## config.mk

```make
export PLATFORM = sky130hd
export DESIGN_NAME = bw_fixed_mult
export DESIGN_NICKNAME = d
export VERILOG_FILES = /design/src/rtl/bw_fa.sv /design/src/rtl/bw_ha.sv /design/src/rtl/bw_pp_array.sv /design/src/rtl/bw_csa_row.sv /design/src/rtl/bw_cpa.sv /design/src/rtl/bw_fixed_mult.sv
export SDC_FILE = /design/constraint.sdc
export NUM_CORES = 1
export LEC_CHECK = 0
export ABC_AREA = 1
export BUFFER_PORTS_ARGS = -buffer_cell sky130_fd_sc_hd__buf_4
export CORE_UTILIZATION = 60
export CTS_BUF_LIST = sky130_fd_sc_hd__clkbuf_4
export CTS_CLUSTER_DIAMETER = 80
export DETAILED_ROUTE_END_ITERATION = 6
export GPL_TIMING_DRIVEN = 0
export PLACE_DENSITY = 0.92
export SETUP_SLACK_MARGIN = 0.1
export SLEW_MARGIN = 20
export SYNTH_ARGS = -nofsm -noshare
export SYNTH_HDL_FRONTEND = slang
export SYNTH_SLANG_ARGS = --single-unit
```

## constraint.sdc

```tcl
create_clock -name clk -period 0.8 [get_ports clk]
set_input_delay 0.08 -clock clk [delete_from_list [all_inputs] [get_ports clk]]
set_output_delay 0.08 -clock clk [all_outputs]
set_load 0.02 [all_outputs]
```

## src/rtl/bw_fa.sv

```systemverilog
module bw_fa (
   input  logic a,
   input  logic b,
   input  logic ci,
   output logic s,
   output logic co
);
   assign s  = a ^ b ^ ci;
   assign co = (a & b) | (ci & (a ^ b));
endmodule

```

## src/rtl/bw_ha.sv

```systemverilog
module bw_ha (
   input  logic a,
   input  logic b,
   output logic s,
   output logic co
);
   assign s  = a ^ b;
   assign co = a & b;
endmodule

```

## src/rtl/bw_pp_array.sv

```systemverilog
// Partial-product rows, with the columns below LOW_COL never formed.
// Row i holds x[i]*y[j] at column i+j. Sign-by-magnitude terms are inverted.
// The last row holds the correction constants and the optional bias.
module bw_pp_array #(
   parameter int N       = 8,
   parameter int LOW_COL = 0,
   parameter bit BIAS_ON = 1'b0
) (
   input  logic [N-1:0]          x,
   input  logic [N-1:0]          y,
   output logic [N:0][2*N-1:0]   rows
);
   localparam int PW = 2 * N;
   localparam logic [PW-1:0] K_ONE  = 1;
   localparam logic [PW-1:0] K_CORR = (K_ONE << N) | (K_ONE << (PW - 1));
   localparam logic [PW-1:0] K_BIAS = BIAS_ON ? (K_ONE << (N - 1)) : '0;

   genvar i, c;
   generate
      for (i = 0; i < N; i++) begin : g_row
         for (c = 0; c < PW; c++) begin : g_col
            localparam int J = c - i;
            if (J >= 0 && J < N && c >= LOW_COL) begin : g_term
               if ((i == N - 1) != (J == N - 1)) begin : g_inv
                  assign rows[i][c] = ~(x[i] & y[J]);
               end else begin : g_pos
                  assign rows[i][c] = x[i] & y[J];
               end
            end else begin : g_zero
               assign rows[i][c] = 1'b0;
            end
         end
      end
   endgenerate

   assign rows[N] = K_CORR | K_BIAS;
endmodule

```

## src/rtl/bw_csa_row.sv

```systemverilog
// One carry-save level: three rows in, a sum row and a carry row out.
module bw_csa_row #(
   parameter int WIDTH = 16
) (
   input  logic [WIDTH-1:0] a,
   input  logic [WIDTH-1:0] b,
   input  logic [WIDTH-1:0] c,
   output logic [WIDTH-1:0] sum,
   output logic [WIDTH-1:0] carry
);
   assign carry[0] = 1'b0;

   genvar k;
   generate
      for (k = 0; k < WIDTH - 1; k++) begin : g_fa
         bw_fa fa_i (
            .a (a[k]),
            .b (b[k]),
            .ci(c[k]),
            .s (sum[k]),
            .co(carry[k+1])
         );
      end
   endgenerate

   // the top column's carry would leave the result width
   assign sum[WIDTH-1] = a[WIDTH-1] ^ b[WIDTH-1] ^ c[WIDTH-1];
endmodule

```

## src/rtl/bw_cpa.sv

```systemverilog
// Ripple carry-propagate adder that returns bits [WIDTH-1:OUT_LO].
// Columns below OUT_LO build only their carry.
module bw_cpa #(
   parameter int WIDTH  = 16,
   parameter int OUT_LO = 0
) (
   input  logic [WIDTH-1:0]        a,
   input  logic [WIDTH-1:0]        b,
   output logic [WIDTH-1:OUT_LO]   sum
);
   logic [WIDTH-1:1] cy;

   genvar k;
   generate
      if (OUT_LO == 0) begin : g_b0_full
         bw_ha ha_i (
            .a (a[0]),
            .b (b[0]),
            .s (sum[0]),
            .co(cy[1])
         );
      end else begin : g_b0_carry
         assign cy[1] = a[0] & b[0];
      end

      for (k = 1; k < WIDTH - 1; k++) begin : g_mid
         if (k >= OUT_LO) begin : g_full
            bw_fa fa_i (
               .a (a[k]),
               .b (b[k]),
               .ci(cy[k]),
               .s (sum[k]),
               .co(cy[k+1])
            );
         end else begin : g_carry
            assign cy[k+1] = (a[k] & b[k]) | (cy[k] & (a[k] ^ b[k]));
         end
      end
   endgenerate

   assign sum[WIDTH-1] = a[WIDTH-1] ^ b[WIDTH-1] ^ cy[WIDTH-1];
endmodule

```

## src/rtl/bw_fixed_mult.sv

```systemverilog
module bw_fixed_mult #(
   parameter int N       = 8,
   parameter int W       = 8,
   parameter bit BIAS_EN = 1'b1,
   localparam int OUT_W  = (W == N) ? 2 * N : N
) (
   input  logic              clk,
   input  logic              rst_n,
   input  logic              in_valid,
   input  logic [N-1:0]      x_in,
   input  logic [N-1:0]      y_in,
   output logic [OUT_W-1:0]  prod_out,
   output logic              out_valid
);
   localparam bit FULL    = (W == N);
   localparam int SUM_W   = 2 * N;
   localparam int LOW_COL = N - W;
   localparam bit BIAS_ON = BIAS_EN && !FULL;
   localparam int OUT_LO  = FULL ? 0 : N;

   generate
      if (N < 2) begin : g_bad_n
         $error("bw_fixed_mult: N must be at least 2");
      end
      if (W < 0 || W > N) begin : g_bad_w
         $error("bw_fixed_mult: W must lie in 0..N");
      end
   endgenerate

   logic [N:0][SUM_W-1:0]   pp_rows;
   logic [N-2:0][SUM_W-1:0] s_lvl;
   logic [N-2:0][SUM_W-1:0] c_lvl;
   logic [OUT_W-1:0]        sum_w;

   bw_pp_array #(
      .N      (N),
      .LOW_COL(LOW_COL),
      .BIAS_ON(BIAS_ON)
   ) pp_i (
      .x   (x_in),
      .y   (y_in),
      .rows(pp_rows)
   );

   // linear carry-save chain: rows 0..N folded in N-1 levels
   genvar k;
   generate
      for (k = 0; k < N - 1; k++) begin : g_lvl
         if (k == 0) begin : g_first
            bw_csa_row #(.WIDTH(SUM_W)) csa_i (
               .a    (pp_rows[0]),
               .b    (pp_rows[1]),
               .c    (pp_rows[2]),
               .sum  (s_lvl[0]),
               .carry(c_lvl[0])
            );
         end else begin : g_next
            bw_csa_row #(.WIDTH(SUM_W)) csa_i (
               .a    (s_lvl[k-1]),
               .b    (c_lvl[k-1]),
               .c    (pp_rows[k+2]),
               .sum  (s_lvl[k]),
               .carry(c_lvl[k])
            );
         end
      end
   endgenerate

   bw_cpa #(
      .WIDTH (SUM_W),
      .OUT_LO(OUT_LO)
   ) cpa_i (
      .a  (s_lvl[N-2]),
      .b  (c_lvl[N-2]),
      .sum(sum_w)
   );

   always_ff @(posedge clk or negedge rst_n) begin
      if (!rst_n) begin
         prod_out  <= '0;
         out_valid <= 1'b0;
      end else begin
         out_valid <= in_valid;
         if (in_valid) prod_out <= sum_w;
      end
   end
endmodule

```

==> impl_metrics.env, run 1 <==
export IMPL_outcome="finished, violations left"
export IMPL_violations="setup timing"
export IMPL_tightest_slew_ns=0.221
export IMPL_antenna_found_initial=0
export IMPL_gp_congestion=0.775
export IMPL_via_count=2015
export IMPL_syn_to_final_growth_pct=32.9
export IMPL_hold_depth=3
export IMPL_fin_crit_sh_pct=729
export IMPL_worstHoldStart="y_in[0]"
export IMPL_crit_slowest_cell="fa_2"
export IMPL_hold_end="prod_out[0]$_DFFE_PN0P_"
export IMPL_r2r_end="prod_out[11]$_DFFE_PN0P_"
export IMPL_cp_max_fo=5
export IMPL_synth_commonest_cells="nand2_1 (96), inv_1 (88), fa_1 (47)"
export IMPL_syn_nets=378
export IMPL_synth_compound_area_share_pct=1.78
export IMPL_cp_top_family="adder cells"
export IMPL_cts_buffers=3
export IMPL_final_nets=422
export IMPL_crit_buf_inv=7
export IMPL_end_kind="flip-flop"
export IMPL_rsz0062_at_grt="yes"
export IMPL_final_util_pct=85.9
export IMPL_powerDensity_mw_per_mm2=3230
export IMPL_grt_max_degree=18
export IMPL_critPathMaxStageDelay_ns=0.57
export IMPL_start_util_pct=64.7
export IMPL_place_hpwl_um=3770
export IMPL_fin_cells=387
export IMPL_avgSynthCellArea_um2=8.30
export IMPL_highest_layer="met4"
export IMPL_yosys_area_share_simple_pct=16.4
export IMPL_track_usage_pct=28.3
export IMPL_synth_yosys_warnings=0
export IMPL_drv_cap=0
export IMPL_reg2reg_from="prod_out[11]$_DFFE_PN0P_"
export IMPL_cts_sinks=17
export IMPL_path_cells="buf_12 -> nand2_4 -> inv_2 -> fa_2 -> fa_2 -> fa_2 -> fa_2 -> fa_2 -> fa_2 -> inv_2 -> ha_4 -> inv_2 -> ha_4 -> inv_2 -> fa_2 -> fa_2 -> fa_2 -> inv_2 -> fa_2 -> inv_2 -> fa_2 -> fa_2 -> o21ai_2"
export IMPL_io_pins=36
export IMPL_routed_wl_um=6090
export IMPL_core_area_mm2=0.00380
export IMPL_cts_clk_slew_worst_paths_ns=0.10
export IMPL_startpoint_type="input port"
export IMPL_wl_met3_um=228
export IMPL_ys_seq_elements=17
export IMPL_syn_inst=296
export IMPL_synth_top_area_share_pct=38.3
export IMPL_syn_cell_area_mm2=0.00246
export IMPL_met2_length_um=3500
export IMPL_reg2reg_slack_ns=-0.09
export IMPL_post_place_cells=363
export IMPL_fillers=190
export IMPL_clock_skew_ns=0
export IMPL_clock_fmax_ghz=0.171
export IMPL_drc=0
export IMPL_synth_ff_type="dfrtp_1"
export IMPL_crit_top_cell="fa_2"
export IMPL_ant_nets=0
export IMPL_clk_latency_ns=0.30
export IMPL_hp_class="input port to flip-flop"
export IMPL_rows=22
export IMPL_yosys_area_top_type="fa_1"
export IMPL_portBuffers=19
export IMPL_synth_distinct_cells=12
export IMPL_cts_max_level=1
export IMPL_critPathKind="input port to flip-flop"
export IMPL_ir_drop_v=0.00286
export IMPL_grt_overflow=0
export IMPL_synthTopCellsByArea="fa_1 (38%), dfrtp_1 (17%), nand2_1 (15%)"
export IMPL_reg2reg_depth=4
export IMPL_setup_violations=31
export IMPL_hold_violations=0
export IMPL_synth_xor_area_share_pct=0
export IMPL_grt_pass1_vias=2070
export IMPL_arrival_ns=6.03
export IMPL_drt_pass1_iterations=4
export IMPL_leakage_nw=1.84
export IMPL_synth_mux_area_fraction_pct=0
export IMPL_wl_per_cell_um=15.7
export IMPL_finalWorstSetupSlack_ns=-5.03
export IMPL_clockRootBuffer="clkbuf_4"
export IMPL_initialDrtViolationCount=104
export IMPL_cts_path_max_buffers=2
export IMPL_async_flop_share_pct=100
export IMPL_die_area_mm2=0.00435
export IMPL_via_per_inst=5.21
export IMPL_cp_required_ns=1.00
export IMPL_die_h_um=66.0
export IMPL_layout_min_cycle_time_ns=5.83
export IMPL_cts_tree="yes"
export IMPL_drv_slew=0
export IMPL_yosysSeqAreaShare_pct=17.3
export IMPL_yosys_area_share_adder_pct=46.5
export IMPL_synth_top_family_by_area="adder cells"
export IMPL_crit_cells=23
export IMPL_timing_slew_headroom_pct=85.3
export IMPL_fp_dieW_um=66.0
export IMPL_antenna_cells=0
export IMPL_layout_drive_gt1_share_pct=44.0
export IMPL_synth_edff_count=0
export IMPL_grt_pass1_wl_um=8980
export IMPL_wl_met1_um=2100
export IMPL_synth_most_common_cell="nand2_1"
area by class of cell:
class	instances	area (µm²)	share of cell area (%)
buffer	19	229	7.02
clock buffer	3	22.5	0.690
clock inverter	1	5.00	0.153
inverter	89	334	10.2
multi-input combinational	171	1810	55.6
sequential	17	425	13.0
tap	48	60.1	1.84
timing repair buffer	39	373	11.4
per-stage QoR:
step / area (µm²) / hold slack [ns] / TNS [ns] / worst slack [ns] / total power (W)
floorplan: 2630 / -0.216 / -44.58 / -5.16 / 0.00663
global placement: 2830 / -0.0505 / -45.67 / -5.24 / 0.00794
detailed placement: 2830 / -0.0472 / -46.57 / -5.34 / 0.00826
CTS: 3130 / 0.0771 / -44.31 / -5.00 / 0.00993
global route: 3260 / 0.0402 / -45.91 / -5.12 / 0.0115
finish: 3260 / 0.0435 / -44.66 / -5.03 / 0.0105
worst register-to-register path, stage by stage, from the launching register on:
cell     delay [ns]
dfrtp_1        0.41
buf_4          0.14
buf_4          0.12
nand2_2        0.06
o21ai_2        0.05
layer usage:
metal | GRT usage [%] | up-vias
met1 | 30.5 | 1012
met5 | 0 | -
met3 | 4.14 | 28
met2 | 54.0 | 82
li1 | - | 893
met4 | 12.5 | 0
state kept, by name, summed over array words and instances, names as in the netlist:
register / count
out_valid: 1
prod_out: 16
cells by family (layout without fill, tap and decap cells):
logic type,after synthesis,count (layout)
AOI/OAI and AO/OA,5,5
adders and majority gates,63,63
buffers and inverters,108,151
DFF,17,17
and+or+nand+nor,103,103
worst max path at each step:
stage | startpoint | end | slack (ns)
2_1_floorplan | y_in[6] | prod_out[14]$_DFFE_PN0P_ | -5.16
3_3_place_gp | y_in[7] | prod_out[14]$_DFFE_PN0P_ | -5.24
3_5_place_dp | y_in[7] | prod_out[14]$_DFFE_PN0P_ | -5.34
4_1_cts | x_in[2] | prod_out[14]$_DFFE_PN0P_ | -5.00
5_1_grt | x_in[1] | prod_out[15]$_DFFE_PN0P_ | -5.12
6_report | x_in[1] | prod_out[14]$_DFFE_PN0P_ | -5.03
layout by cell type, fill, tap and decap left out, drive strengths merged:
cell / n
nand2: 101
inv: 89
buf: 56
fa: 47
dfrtp: 17
ha: 16
o21ai: 5
clkbuf: 3
nand3: 2
dlygate4sd3: 2
clkinv: 1
where the power goes:
| part | switching [W] | leakage, nW | internal (W) |
|---|---|---|---|
| combinational | 0.00447 | 1.61 | 0.00411 |
| clock | 0.000276 | 0.0177 | 0.000187 |
| sequential | 0.000276 | 0.207 | 0.00123 |
repair_timing:
item                                    CTS  global route
pin swaps                                21            36
endpoints found under the setup margin   31            32
gates resized for setup                  50            25
hold buffers                              2             0
hold endpoints to repair                 18             0
buffers inserted                         13             5
Note: power is estimated with default switching activity, not from simulation.
==> run 2, diff against run 1 <==
--- a/config.mk
+++ b/config.mk
@@ -7,12 +7,12 @@
 export LEC_CHECK = 0
 export ABC_AREA = 1
 export BUFFER_PORTS_ARGS = -buffer_cell sky130_fd_sc_hd__buf_4
-export CORE_UTILIZATION = 60
+export CORE_UTILIZATION = 54
 export CTS_BUF_LIST = sky130_fd_sc_hd__clkbuf_4
-export CTS_CLUSTER_DIAMETER = 80
+export CTS_CLUSTER_SIZE = 8
 export DETAILED_ROUTE_END_ITERATION = 6
 export GPL_TIMING_DRIVEN = 0
-export PLACE_DENSITY = 0.92
+export PLACE_DENSITY = 0.88
 export SETUP_SLACK_MARGIN = 0.1
 export SLEW_MARGIN = 20
 export SYNTH_ARGS = -nofsm -noshare
==> constraint.sdc (replaced) <==
create_clock -name clk -period 4.9 [get_ports clk]
set_input_delay 0.49 -clock clk [delete_from_list [all_inputs] [get_ports clk]]
set_output_delay 0.49 -clock clk [all_outputs]
set_load 0.02 [all_outputs]
==> run 2 against run 1 <==
Compared with the run above: the run still ends with setup timing left; worst hold slack worse by 0.037 ns; die area up 11%; critical path depth unchanged; sequential cell count unchanged; combinational power down 86%; sequential power down 85%; cell count down 3.6%; via count down 12%.
==> impl_metrics.env, run 2 (synthesis results as in run 1) <==
export IMPL_clockRootBuffer="clkbuf_4"
export IMPL_final_common_cell="nand2_1"
export IMPL_layout_common_cells="nand2_1 (90), inv_1 (77), fa_1 (28)"
export IMPL_hold_ws_ns=0.00661
export IMPL_outcome="finished, violations left"
export IMPL_multi_input_area_mm2=0.00169
export IMPL_layout_min_cycle_time_ns=6.13
export IMPL_via_count=1781
export IMPL_gp_congestion=0.784
export IMPL_finalWorstSetupSlack_ns=-1.23
export IMPL_die_area_mm2=0.00482
export IMPL_startpoint_type="input port"
export IMPL_tns_ns=-4.24
export IMPL_drv_cap=0
export IMPL_cts_buffers=3
export IMPL_portBuffers=19
export IMPL_rsz0062_at_grt="yes"
export IMPL_antenna_found_initial=0
export IMPL_grt_max_degree=18
export IMPL_setup_violations=5
export IMPL_grt_pass1_wl_um=7710
export IMPL_hold_violations=0
export IMPL_cts_max_level=1
export IMPL_drv_slew=0
export IMPL_ant_nets=0
export IMPL_grt_pass1_vias=1905
export IMPL_die_h_um=69.4
export IMPL_reg2reg_depth=2
export IMPL_clock_fmax_ghz=0.163
export IMPL_final_nets=404
export IMPL_ir_drop_v=0.000361
export IMPL_syn_to_final_growth_pct=17.3
export IMPL_cts_sinks=17
export IMPL_leakage_nw=1.71
export IMPL_final_util_pct=66.2
export IMPL_drt_pass1_iterations=4
export IMPL_fp_dieW_um=69.4
export IMPL_cts_tree="yes"
export IMPL_tightest_slew_ns=0.215
export IMPL_largest_reg_flops=16
export IMPL_place_hpwl_um=3750
export IMPL_cp_max_fo=5
export IMPL_timing_slew_headroom_pct=85.7
export IMPL_start_util_pct=56.4
export IMPL_antenna_cells=0
export IMPL_top_register="prod_out"
export IMPL_hold_buffers=0
export IMPL_regArea_um2=425
export IMPL_hp_class="input port to async pin"
export IMPL_clk_latency_ns=0.32
export IMPL_arrival_ns=6.36
export IMPL_cp_required_ns=5.12
export IMPL_wl_per_cell_um=11.4
export IMPL_grt_overflow=0
export IMPL_fin_crit_sh_pct=125
export IMPL_critPathKind="input port to flip-flop"
export IMPL_reg_largest_list="prod_out (16), out_valid (1)"
export IMPL_powerDensity_mw_per_mm2=523
export IMPL_layout_drive_gt1_share_pct=29.3
export IMPL_clock_skew_ns=0
export IMPL_cts_clk_slew_worst_paths_ns=0.12
export IMPL_fillers=352
export IMPL_rows=24
export IMPL_initialDrtViolationCount=49
export IMPL_routed_wl_um=4250
export IMPL_drc=0
export IMPL_core_area_mm2=0.00435
export IMPL_cts_path_max_buffers=2
export IMPL_io_pins=36
export IMPL_track_usage_pct=19.8
export IMPL_violations="setup timing"
export IMPL_end_kind="flip-flop"
export IMPL_via_per_inst=4.77
## run 2: cell count changes in the layout (fill, tap and decap cells not counted), moves of 5 or more
| cell | previous run | this run |
|---|---|---|
| buf_6 | 25 | 6 |
| fa_1 | 19 | 28 |
| fa_2 | 28 | 19 |
| inv_1 | 61 | 77 |
| inv_2 | 28 | 11 |
| nand2_1 | 80 | 90 |
| nand2_2 | 15 | 10 |
| nand2_4 | 6 | 1 |
## run 2: repair_timing
action | 4_1_cts | 5_1_grt
setup endpoints to repair | 6 | 6
buffers inserted | 1 | 1
resized for setup | 16 | 15
pin swaps | 11 | 10
endpoints found under the hold margin | 0 | 0
## run 2: area by class of cell
cell class	count	area share [%]
clock inverters	1	0.261
repair buffers	21	5.47
inverters	89	11.7
well taps	52	2.26
clock buffers	3	0.782
flip-flops and latches	17	14.8
plain buffers	19	6.08
multi-input cells	171	58.7
## run 2: through the flow
| stage | worst slack, ns | cell area (µm²) | power [W] | std cells |
|---|---|---|---|---|
| floorplan | -1.47 | 2540 | 0.00108 | 296 |
| detailed placement | -1.75 | 2750 | 0.00137 | 367 |
| global placement | -1.59 | 2750 | 0.00127 | 367 |
| finish | -1.23 | 2880 | 0.00151 | 373 |
| global route | -1.36 | 2880 | 0.00169 | 373 |
| CTS | -1.27 | 2830 | 0.00148 | 372 |
## run 2: report_power, final
| group | switching, W | total, W | internal, W |
|---|---|---|---|
| Sequential | 0.0000317 | 0.000232 | 0.000200 |
| Clock | 0.0000512 | 0.0000824 | 0.0000312 |
| Combinational | 0.000637 | 0.00119 | 0.000555 |
| Total | 0.000720 | 0.00151 | 0.000787 |
## run 2: path summary, 6_finish.rpt
path,start,to,slack [ns]
max,y_in[5],prod_out[14]$_DFFE_PN0P_,-1.23
max reg2reg,prod_out[13]$_DFFE_PN0P_,prod_out[13]$_DFFE_PN0P_,4.27
min in group clk,in_valid,out_valid$_DFF_PN0_,0.30
max in group asynchronous,rst_n,prod_out[4]$_DFFE_PN0P_,4.69
min,rst_n,out_valid$_DFF_PN0_,0.007
min reg2reg,prod_out[3]$_DFFE_PN0P_,prod_out[3]$_DFFE_PN0P_,0.48
## run 2: worst max-delay path, cell delays in order
cell and delay (ns):
buf_12 0.11, nand2_4 0.06, inv_2 0.04, fa_2 0.57, fa_2 0.45, fa_2 0.35
fa_1 0.50, fa_1 0.50, inv_1 0.05, fa_1 0.54, ha_4 0.22, inv_4 0.05
ha_4 0.12, inv_2 0.03, fa_2 0.36, fa_2 0.37, fa_2 0.35, inv_2 0.06
fa_2 0.18, inv_2 0.03, fa_2 0.33, fa_2 0.54, o21ai_2 0.05
## run 2: metal layers
layer / up-vias / wire length [µm] / global-route usage (%) / part of all wire [%]
met4: 0 / 44 / 4.54 / 1.0
met3: 4 / 147 / 3.34 / 3.5
met2: 35 / 2410 / 37.1 / 57
met5: - / 0 / 0 / 0
li1: 860 / - / - / -
met1: 882 / 1650 / 23.5 / 39
